`src/rtl/hsb_pkg.sv`:
```
package hsb_pkg;
  localparam int NFU = 5;   // int/load, mul, mul, add, div
  localparam int FW  = 3;

  typedef enum logic [1:0] {
    CLS_INT = 2'd0,
    CLS_MUL = 2'd1,
    CLS_ADD = 2'd2,
    CLS_DIV = 2'd3
  } cls_e;

  typedef enum logic [1:0] {
    ST_FREE,
    ST_OPND,
    ST_EXEC,
    ST_DONE
  } fu_st_e;

  typedef struct packed {
    logic          ok;
    logic [FW-1:0] idx;
  } pick_t;

  // unit selection per class, lowest free multiplier first
  function automatic pick_t pick_unit(input logic [NFU-1:0] busy, input cls_e c);
    pick_t p;
    p.ok  = 1'b0;
    p.idx = '0;
    case (c)
      CLS_INT: begin p.ok = !busy[0]; p.idx = 3'd0; end
      CLS_MUL: begin
        if (!busy[1])      begin p.ok = 1'b1; p.idx = 3'd1; end
        else if (!busy[2]) begin p.ok = 1'b1; p.idx = 3'd2; end
        else               p.idx = 3'd1;
      end
      CLS_ADD: begin p.ok = !busy[3]; p.idx = 3'd3; end
      default: begin p.ok = !busy[4]; p.idx = 3'd4; end
    endcase
    return p;
  endfunction

  // a waiting reader holds an old value of register dst
  function automatic logic reader_holds(input int unsigned fj, input int unsigned fk,
                                        input logic rj, input logic rk,
                                        input int unsigned dst);
    return (rj && fj == dst) || (rk && fk == dst);
  endfunction
endpackage

```
`src/rtl/hsb_lat_timer.sv`:
```
module hsb_lat_timer #(
  parameter int LAT = 1
) (
  input  logic clk,
  input  logic rst_n,
  input  logic start,
  output logic done
);
  localparam int CW = $clog2(LAT + 1);
  logic [CW-1:0] cnt;

  always_ff @(posedge clk or negedge rst_n) begin
    if (!rst_n)              cnt <= '0;
    else if (start)          cnt <= CW'(LAT);
    else if (cnt != '0)      cnt <= cnt - 1'b1;
  end

  assign done = (cnt == CW'(1));
endmodule

```
`src/rtl/hsb_wb_arb.sv`:
```
module hsb_wb_arb #(
  parameter int N  = 5,
  parameter int IW = 3
) (
  input  logic [N-1:0]  req,
  output logic [N-1:0]  gnt,
  output logic          any,
  output logic [IW-1:0] idx
);
  // lowest index wins
  always_comb begin
    gnt = '0;
    idx = '0;
    for (int i = N - 1; i >= 0; i--) begin
      if (req[i]) begin
        gnt    = '0;
        gnt[i] = 1'b1;
        idx    = IW'(i);
      end
    end
  end
  assign any = |req;
endmodule

```
`src/rtl/hazard_scoreboard.sv`:
```
module hazard_scoreboard
  import hsb_pkg::*;
#(
  parameter int NREG    = 8,
  parameter int LAT_INT = 1,
  parameter int LAT_MUL = 4,
  parameter int LAT_ADD = 2,
  parameter int LAT_DIV = 10,
  localparam int RW     = $clog2(NREG)
) (
  input  logic           clk,
  input  logic           rst_n,
  input  logic           iss_valid,
  input  logic [1:0]     iss_cls,
  input  logic [RW-1:0]  iss_dst,
  input  logic [RW-1:0]  iss_src1,
  input  logic [RW-1:0]  iss_src2,
  output logic           iss_ready,
  output logic [FW-1:0]  iss_fu,
  output logic [NFU-1:0] rd_gnt,
  output logic           wb_en,
  output logic [RW-1:0]  wb_idx,
  output logic [FW-1:0]  wb_fu
);
  // per-unit status
  fu_st_e          st [NFU];
  logic [RW-1:0]   fi [NFU];
  logic [RW-1:0]   fj [NFU];
  logic [RW-1:0]   fk [NFU];
  logic [FW-1:0]   qj [NFU];
  logic [FW-1:0]   qk [NFU];
  logic [NFU-1:0]  rj, rk;
  // register result table
  logic [NREG-1:0] regv;
  logic [FW-1:0]   regq [NREG];

  // named internal events
  logic [NFU-1:0]  busy, done, war_blk, wb_req, wb_gnt;
  pick_t           pk;
  logic            dst_pend, iss_fire, s1_wait, s2_wait;

  assign pk        = pick_unit(busy, cls_e'(iss_cls));
  assign dst_pend  = regv[iss_dst];
  assign iss_ready = pk.ok && !dst_pend;
  assign iss_fu    = pk.idx;
  assign iss_fire  = iss_valid && iss_ready;
  // a producer writing back this very cycle counts as already written
  assign s1_wait   = regv[iss_src1] && !(wb_en && wb_idx == iss_src1);
  assign s2_wait   = regv[iss_src2] && !(wb_en && wb_idx == iss_src2);

  always_comb begin
    for (int u = 0; u < NFU; u++) begin
      busy[u]    = (st[u] != ST_FREE);
      rd_gnt[u]  = (st[u] == ST_OPND) && rj[u] && rk[u];
      war_blk[u] = 1'b0;
      for (int f = 0; f < NFU; f++) begin
        if (f != u && st[f] == ST_OPND &&
            reader_holds(fj[f], fk[f], rj[f], rk[f], fi[u]))
          war_blk[u] = 1'b1;
      end
      wb_req[u]  = (st[u] == ST_DONE) && !war_blk[u];
    end
  end

  hsb_wb_arb #(.N(NFU), .IW(FW)) u_arb (
    .req (wb_req),
    .gnt (wb_gnt),
    .any (wb_en),
    .idx (wb_fu)
  );
  assign wb_idx = fi[wb_fu];

  // one latency counter per unit
  for (genvar g = 0; g < NFU; g++) begin : g_timer
    localparam int LAT_G = (g == 0) ? LAT_INT :
                           (g <= 2) ? LAT_MUL :
                           (g == 3) ? LAT_ADD : LAT_DIV;
    hsb_lat_timer #(.LAT(LAT_G)) u_tmr (
      .clk   (clk),
      .rst_n (rst_n),
      .start (rd_gnt[g]),
      .done  (done[g])
    );
  end

  always_ff @(posedge clk or negedge rst_n) begin
    if (!rst_n) begin
      for (int u = 0; u < NFU; u++) begin
        st[u] <= ST_FREE;
        fi[u] <= '0; fj[u] <= '0; fk[u] <= '0;
        qj[u] <= '0; qk[u] <= '0;
      end
      rj <= '0;
      rk <= '0;
    end else begin
      for (int u = 0; u < NFU; u++) begin
        case (st[u])
          ST_FREE: if (iss_fire && pk.idx == FW'(u)) begin
            st[u] <= ST_OPND;
            fi[u] <= iss_dst;
            fj[u] <= iss_src1;
            fk[u] <= iss_src2;
            rj[u] <= !s1_wait;
            rk[u] <= !s2_wait;
            qj[u] <= s1_wait ? regq[iss_src1] : '0;
            qk[u] <= s2_wait ? regq[iss_src2] : '0;
          end
          ST_OPND: if (rd_gnt[u]) begin
            // operands taken: old sources no longer block any writer
            st[u] <= ST_EXEC;
            rj[u] <= 1'b0; rk[u] <= 1'b0;
            qj[u] <= '0;   qk[u] <= '0;
          end else begin
            if (wb_en && !rj[u] && qj[u] == wb_fu) rj[u] <= 1'b1;
            if (wb_en && !rk[u] && qk[u] == wb_fu) rk[u] <= 1'b1;
          end
          ST_EXEC: if (done[u])   st[u] <= ST_DONE;
          default: if (wb_gnt[u]) st[u] <= ST_FREE;
        endcase
      end
    end
  end

  always_ff @(posedge clk or negedge rst_n) begin
    if (!rst_n) begin
      regv <= '0;
      for (int r = 0; r < NREG; r++) regq[r] <= '0;
    end else begin
      for (int r = 0; r < NREG; r++) begin
        if (wb_en && wb_idx == RW'(r)) regv[r] <= 1'b0;
        if (iss_fire && iss_dst == RW'(r)) begin
          regv[r] <= 1'b1;
          regq[r] <= pk.idx;
        end
      end
    end
  end
endmodule

```
`config.mk`:
```
export PLATFORM = sky130hd
export DESIGN_NAME = hazard_scoreboard
export DESIGN_NICKNAME = d
export VERILOG_FILES = /design/src/rtl/hsb_pkg.sv /design/src/rtl/hsb_lat_timer.sv /design/src/rtl/hsb_wb_arb.sv /design/src/rtl/hazard_scoreboard.sv
export SDC_FILE = /design/constraint.sdc
export NUM_CORES = 1
export LEC_CHECK = 0
export ABC_AREA = 1
export BUFFER_PORTS_ARGS = -buffer_cell sky130_fd_sc_hd__clkbuf_2
export CAP_MARGIN = 20
export CORE_ASPECT_RATIO = 0.6
export CORE_MARGIN = 3
export CORE_UTILIZATION = 50
export DETAILED_ROUTE_END_ITERATION = 10
export HOLD_SLACK_MARGIN = 0.1
export PLACE_DENSITY = 0.66
export SLEW_MARGIN = 15
export SYNTH_ARGS = -nofsm -noshare
export SYNTH_HDL_FRONTEND = slang
export SYNTH_SLANG_ARGS = --single-unit
```
`constraint.sdc`:
```
create_clock -name clk -period 3.2 [get_ports clk]
set_input_delay 0.64 -clock clk [delete_from_list [all_inputs] [get_ports clk]]
set_output_delay 0.64 -clock clk [all_outputs]
set_load 0.02 [all_outputs]
```
# Word-level counts from Yosys, hierarchy flattened
# Cells that the tools add are included.
[op_classes]
addsub = 5
order_cmp = 6
n_eq_ne = 116
n_mux = 167
bitwise_logic = 3
n_reduce_logical = 231
[op_table]
columns = ["op", "count"]
rows = [
  ["3-bit equality test", 52],
  ["1-bit logical AND", 122],
  ["3-bit 2-to-1 mux", 32],
  ["1-bit 2-to-1 mux", 72],
  ["3-bit case mux with 2 select lines", 10],
  ["2-bit 2-to-1 mux", 23],
  ["2-bit nonzero test", 23],
  ["3-bit AND reduction", 15],
  ["3-bit by 1-bit != test with 1-bit output, second input constant", 10],
  ["2-bit case mux with 3 select lines", 5],
  ["3-bit binary-select mux with 3-bit select", 3],
  ["3-bit equality test, second input constant", 9],
  ["5-bit 2-to-1 mux", 5],
  ["4-bit nonzero test", 6],
  ["1-bit logical NOT", 23],
  ["2-bit equality test, second input constant", 11],
  ["1-bit logical OR", 20],
  ["2-bit by 1-bit != test with 1-bit output, second input constant", 10],
  ["1-bit case mux with 2 select lines", 10],
  ["4-bit AND reduction", 5],
  ["3-bit by 2-bit equality test with 1-bit output, second input constant", 6],
  ["3-bit by 1-bit equality test with 1-bit output, second input constant", 5],
  ["2-bit by 1-bit equality test with 1-bit output, second input constant", 7],
  ["4-bit >= comparator, second input constant", 3],
  ["16 further kinds", 41],
]
[totals]
reg_bits = 140
input_bits = 14
out_inout_bits = 16
wordCells = 589

# Longest topological paths before layout
[depth]
ltp_word = 26
mapped_depth = 26
depth_no_buf = 24

# Hierarchy
# From an unflattened synthesis, not the netlist that was laid out.
[unflattened]
hier_cells = 1291
hier_area_um2 = 9386.5
[by_module_without_submodules]
columns = ["module", "instances", "cells_per_inst", "area_per_inst_um2", "seq_area_each_um2"]
rows = [
  ["hazard_scoreboard", 1, 1177, 8509.4, 3178.0],
  ["hsb_lat_timer at g_timer[1].u_tmr ...", 2, 25, 193.9, 75.1],
  ["hsb_lat_timer at g_timer[4].u_tmr", 1, 29, 257.7, 100.1],
  ["hsb_lat_timer at g_timer[3].u_tmr", 1, 15, 120.1, 50.0],
  ["hsb_wb_arb", 1, 19, 86.3, 0.0],
  ["hsb_lat_timer at g_timer[0].u_tmr", 1, 1, 25.0, 25.0],
]

# Worst setup path before layout
# OpenSTA, ideal clock, no wires.
[synth_timing]
kind = "in2reg"
from = "input iss_dst[1]"
to = "register st[2] in the netlist's numbering"
setup_time_ps = 95
arrival_time_ps = 2570
required_ps = 3105
slack_ps = 535
cell_stages = 14
path_buffers = 2
cell_sequence = "inv_1 nand2_1 o22ai_1 a211oi_1 o21ai_1 nor2_1 nand2_1 inv_2 buf_4 nand2_1 buf_2 a221oi_1 nand2_1 o31ai_1"
[synth_via]
elab_chain_len = 8
[synth_rtl]
columns = ["element", "line_no", "source"]
rows = [
  ["start, declared", "hazard_scoreboard.sv:15", "input logic [RW-1:0] iss_dst,"],
  ["1-bit binary-select mux with 3-bit select", "hazard_scoreboard.sv:43", "assign dst_pend = regv[iss_dst];"],
  ["1-bit 2-to-1 mux (implied by the code)", "hazard_scoreboard.sv:43", ""],
  ["1-bit logical NOT", "hazard_scoreboard.sv:44", "assign iss_ready = pk.ok && !dst_pend;"],
  ["1-bit logical AND", "hazard_scoreboard.sv:44", ""],
  ["via iss_ready", "hazard_scoreboard.sv:18", "output logic iss_ready,"],
  ["1-bit logical AND", "hazard_scoreboard.sv:46", "assign iss_fire = iss_valid && iss_ready;"],
  ["1-bit logical AND", "hazard_scoreboard.sv:98", "ST_FREE: if (iss_fire && pk.idx == FW'(u)) begin"],
  ["2-bit != test (no source line)", "--", ""],
  ["4-bit AND reduction (no source line)", "--", ""],
  ["end signal, assigned by index", "hazard_scoreboard.sv:99", "st[u] <= ST_OPND;"],
  ["end signal, assigned by index", "hazard_scoreboard.sv:110", "st[u] <= ST_EXEC;"],
  ["end signal, assigned by index", "hazard_scoreboard.sv:117", "ST_EXEC: if (done[u]) st[u] <= ST_DONE;"],
  ["end, declared", "hazard_scoreboard.sv:26", "fu_st_e st [NFU];"],
]
# The timed path passes the listed nets, and every way through them passes these cells. The select of a mux whose other input is x is not followed.
# A chain may end at the register's enable or synchronous reset.

# Final worst setup path
[layout_timing]
from = "register fi[14] in the netlist's numbering"
to = "output wb_idx[1]"
[layout_via]
elab_chain_len = 15
elab_cells_between_ends = 35
classes_between = "eq/ne (8); mux (8); bitwise (1); reduce/logical (18)"
[layout_rtl]
columns = ["element", "line_no", "source"]
rows = [
  ["start, declared", "hazard_scoreboard.sv:27", "logic [RW-1:0] fi [NFU];"],
  ["start signal, assigned by index", "hazard_scoreboard.sv:100", "fi[u] <= iss_dst;"],
  ["3-bit equality test", "hsb_pkg.sv:46", "return (rj && fj == dst) || (rk && fk == dst);"],
  ["1-bit logical AND", "hsb_pkg.sv:46", ""],
  ["1-bit logical OR", "hsb_pkg.sv:46", ""],
  ["1-bit logical AND", "hazard_scoreboard.sv:57", "if (f != u && st[f] == ST_OPND &&"],
  ["1-bit 2-to-1 mux (3 in a row)", "hazard_scoreboard.sv:57", ""],
  ["1-bit 2-to-1 mux *", "hazard_scoreboard.sv:57", ""],
  ["1-bit logical NOT *", "hazard_scoreboard.sv:61", "wb_req[u] = (st[u] == ST_DONE) && !war_blk[u];"],
  ["1-bit logical AND *", "hazard_scoreboard.sv:61", ""],
  ["3-bit 2-to-1 mux *", "hsb_wb_arb.sv:15", "if (req[i]) begin"],
  ["3-bit NOT with 4-bit output (implied by the code) *", "hazard_scoreboard.sv:71", "assign wb_idx = fi[wb_fu];"],
  ["3-bit binary-select mux with 3-bit select *", "hazard_scoreboard.sv:71", ""],
  ["3-bit 2-to-1 mux (implied by the code) * (2 in a row)", "hazard_scoreboard.sv:71", ""],
  ["end, declared", "hazard_scoreboard.sv:22", "output logic [RW-1:0] wb_idx,"],
]
# Mark *: on every way between the ends. The rest lies on a longest branch, timed or not. The select of a mux whose other input is x is not followed.

==> impl_metrics.env <==
export IMPL_yosys_area_top_type_share_pct=35.1
export IMPL_cts_max_path_buffers=2
export IMPL_synth_adder_area_share_pct=4.01
export IMPL_drt_initial_drc_count=1155
export IMPL_ant_nets=0
export IMPL_violations="negative setup slack"
export IMPL_fmaxAchievable_mhz=302
export IMPL_worstHoldPathType="input pin to async pin"
export IMPL_post_synth_main_area_contributors="sky130_fd_sc_hd__dfrtp_1 (35%), sky130_fd_sc_hd__nand2_1 (17%), sky130_fd_sc_hd__o21ai_0 (6.6%), sky130_fd_sc_hd__inv_1 (5.4%), sky130_fd_sc_hd__nor2_1 (4.6%)"
export IMPL_insertedDiodeCount=0
export IMPL_timing_critical_path_slowest_cell_delay_ps=460
export IMPL_gr_usage_all_layers_pct=32.3
export IMPL_post_route_cells_drive_above_1_share_pct=18.1
export IMPL_die_width_um=188
export IMPL_worstSetupStartpointType="register"
export IMPL_die_y_um=115
export IMPL_synth_xor_xnor_area_share_pct=5.44
export IMPL_synth_compound_area_share_pct=13.8
export IMPL_wl_um=34700
export IMPL_num_fill_cells=1804
export IMPL_tns_ps=-281
export IMPL_fin_cells=1817
export IMPL_dr_pass1_iters=6
export IMPL_htree_num_levels=4
export IMPL_post_drt_via_cell_ratio=5.55
export IMPL_globalRouteOverflowTotal=0
export IMPL_area_of_the_core_mm2=0.0193
export IMPL_clock_latency_ps=450
export IMPL_worst_ep_arrival_time_ps=2670
export IMPL_crit_fanout=6
export IMPL_grt_antenna_before_repair=0
export IMPL_num_nets_final=1585
export IMPL_ctsRootBufferMaster="sky130_fd_sc_hd__clkbuf_16"
export IMPL_placement_io_buffers=29
export IMPL_slew_limit_headroom_pct=44.9
export IMPL_timing_critical_path_cells="buf_8 -> nand2_4 -> nand2_2 -> nor2_2 -> nand2_1 -> nand2_1 -> nand2_1 -> nand2_2 -> nor2_4 -> nand2_4 -> nand2_4 -> nor2_4 -> nand3_2 -> nand2_1 -> nand2_2 -> nand2_2 -> inv_2 -> buf_8"
export IMPL_syn_area_mm2=0.00998
export IMPL_setup_slack_ps=-110
export IMPL_flow_area_growth_from_synthesis_pct=18.8
export IMPL_hold_violations=0
export IMPL_routed_wire_length_per_instance_um=19.1
export IMPL_finClkSkew_ps=12.5
export IMPL_wire_length_of_the_first_global_routing_pass_um=53100
export IMPL_cp_end_kind="output pin"
export IMPL_power_per_cell_area_mw_per_mm2=712
export IMPL_status="finished, violations left"
export IMPL_synth_ff_type="sky130_fd_sc_hd__dfrtp_1"
export IMPL_estimated_wirelength_of_the_detail_placed_design_um=25900
export IMPL_crit_slowest_cell="sky130_fd_sc_hd__dfrtp_2"
export IMPL_worst_setup_path_type="register to output pin"
export IMPL_finalWorstPathRequiredPeriod_ps=3310
export IMPL_post_synth_mux_area_share_pct=0
export IMPL_simple_gate_area_share_of_the_yosys_netlist_pct=31.7
export IMPL_cap_viol_max_count=0
export IMPL_r2r_end="qk[11]"
export IMPL_leakage_nw=5.97
export IMPL_synthMostInstantiatedCell="sky130_fd_sc_hd__nand2_1"
export IMPL_ys_warn_count=0
export IMPL_finalPower_mw=8.44
export IMPL_place_inst=1758
export IMPL_synth_enable_flop_cells=0
export IMPL_final_hold_worst_slack_ps=152
export IMPL_syn_avg_cell_area_um2=6.85
export IMPL_worst_slew_pin_slew_ps=826
export IMPL_finalMaxSlewViolations=0
export IMPL_power_ir_vdd_worst_mv=0.469
export IMPL_sequential_share_of_the_synthesized_area_pct=35.1
export IMPL_setup_viol_count_final=5
export IMPL_postSynthRegisterBits=140
export IMPL_cts_buffers=17
export IMPL_synthesis_instances=1456
export IMPL_unrepaired_setup_endpoints_after_global_routing="yes"
export IMPL_synth_top_family_by_area="simple AND/OR/NAND/NOR gates"
export IMPL_row_count=39
export IMPL_floorplan_initialDensity_pct=51.7
export IMPL_top_ports=30
export IMPL_final_period_utilization_pct=103
export IMPL_net_count_after_synthesis=1502
export IMPL_place_gp_congestion=1.02
export IMPL_critical_path_reg2reg_startpoint="fi[14]"
export IMPL_crit_required_ps=2560
export IMPL_clock_sink_count=140
export IMPL_post_route_drc_count=0
export IMPL_vias_in_the_first_global_route=9080
export IMPL_worst_setup_hold_path_clk_slew_ps=60
export IMPL_cts_tree="yes"
export IMPL_asyncSetResetFlopFracSynth_pct=100
export IMPL_netlist_top_cell_by_area="sky130_fd_sc_hd__dfrtp_1"
export IMPL_dieArea_mm2=0.0217
export IMPL_synth_lib_cells_used_distinct=40
export IMPL_vias=10100
export IMPL_worstRegToRegCells=25
export IMPL_maximum_number_of_pins_on_one_net_before_global_route_repair=55
export IMPL_worst_r2r_setup_slack_ps=220
export IMPL_synth_commonest_cells="sky130_fd_sc_hd__nand2_1 (449), sky130_fd_sc_hd__inv_1 (143), sky130_fd_sc_hd__dfrtp_1 (140)"
==> layer usage <==
layer	vias to the layer above	global-route usage, %	wire (µm)
met2	533	43.2	13200
li1	4848	-	-
met3	38	11.9	4480
met1	4673	49.1	16500
met4	0	7.24	520
met5	-	0	0
==> power breakdown <==
part           switching [mW]  internal, mW  leakage, nW  total, mW
sequential              0.501          2.14         1.79       2.64
combinational            2.29          1.49         3.89       3.78
clock                   0.828          1.19        0.287       2.02
==> worst max-delay path, delay by kind of cell (launching register included) <==
kind                   cells  cell delay (ps)
AND/OR/NAND/NOR           15             1420
flip-flops                 1              460
buffers and inverters      3              340
==> how the worst max path moves through the flow <==
stage	startpoint	endpoint	slack, ps
after floorplan	iss_dst[1]	st[2]	530
after global placement	fi[12]	wb_idx[1]	220
after detailed placement	fi[12]	qk[10]	170
after CTS	fi[3]	wb_idx[1]	-50
after global routing	fi[3]	wb_idx[1]	-220
final	fi[14]	wb_idx[1]	-110
==> timing repair <==
item	CTS	global route
setup buffers	16	13
hold buffers	0	0
cloned	0	3
setup endpoints to repair	6	27
pin swaps	9	40
gates resized for setup	50	60
==> state kept, by name, indices dropped and copies added (netlist names) <==
signal,cells
regq,24
regv,8
qk,15
rk,5
g_timer.u_tmr.done,1
fi,15
fk,15
st,10
fj,15
qj,15
g_timer.u_tmr.cnt,12
rj,5
==> metrics by stage <==
stage	cell area (µm²)	setup WS (ps)	utilization [%]
6_report	11900	-110	61.4
5_1_grt	11900	-222	61.4
4_1_cts	11500	-51.9	59.7
3_5_place_dp	10700	167	55.3
3_3_place_gp	10700	216	55.3
2_1_floorplan	9980	535	-
==> cell families after synthesis <==
logic type,Yosys count
adder cells (fa/ha/maj),32
buffers and inverters,230
XOR/XNOR,62
AO/OA/AOI/OAI,255
AND/OR/NAND/NOR,737
flip-flops,140
==> cell type report <==
type                            count  area [µm²]  area share, %
Sequential cell                   140        3530           29.7
Tap cell                          266         333           2.81
Multi-Input combinational cell   1086        5680           47.9
Clock inverter                     12         138           1.16
Inverter                          161         624           5.27
Timing Repair Buffer              133        1100           9.32
Clock buffer                       19         453           3.82
==> cell usage in the layout, fill, tap and decap left out, drive strengths merged, types with 45 or more instances in the layout <==
| cell type | synthesis | routed |
|---|---|---|
| nand3 | 81 | 81 |
| nand2 | 462 | 462 |
| o21ai | 145 | 145 |
| clkbuf | 32 | 46 |
| buf | 37 | 106 |
| a21oi | 75 | 75 |
| nor2 | 128 | 128 |
| dfrtp | 140 | 140 |
| nand4 | 45 | 45 |
| inv | 160 | 164 |
(Power assumes the default switching activity.)
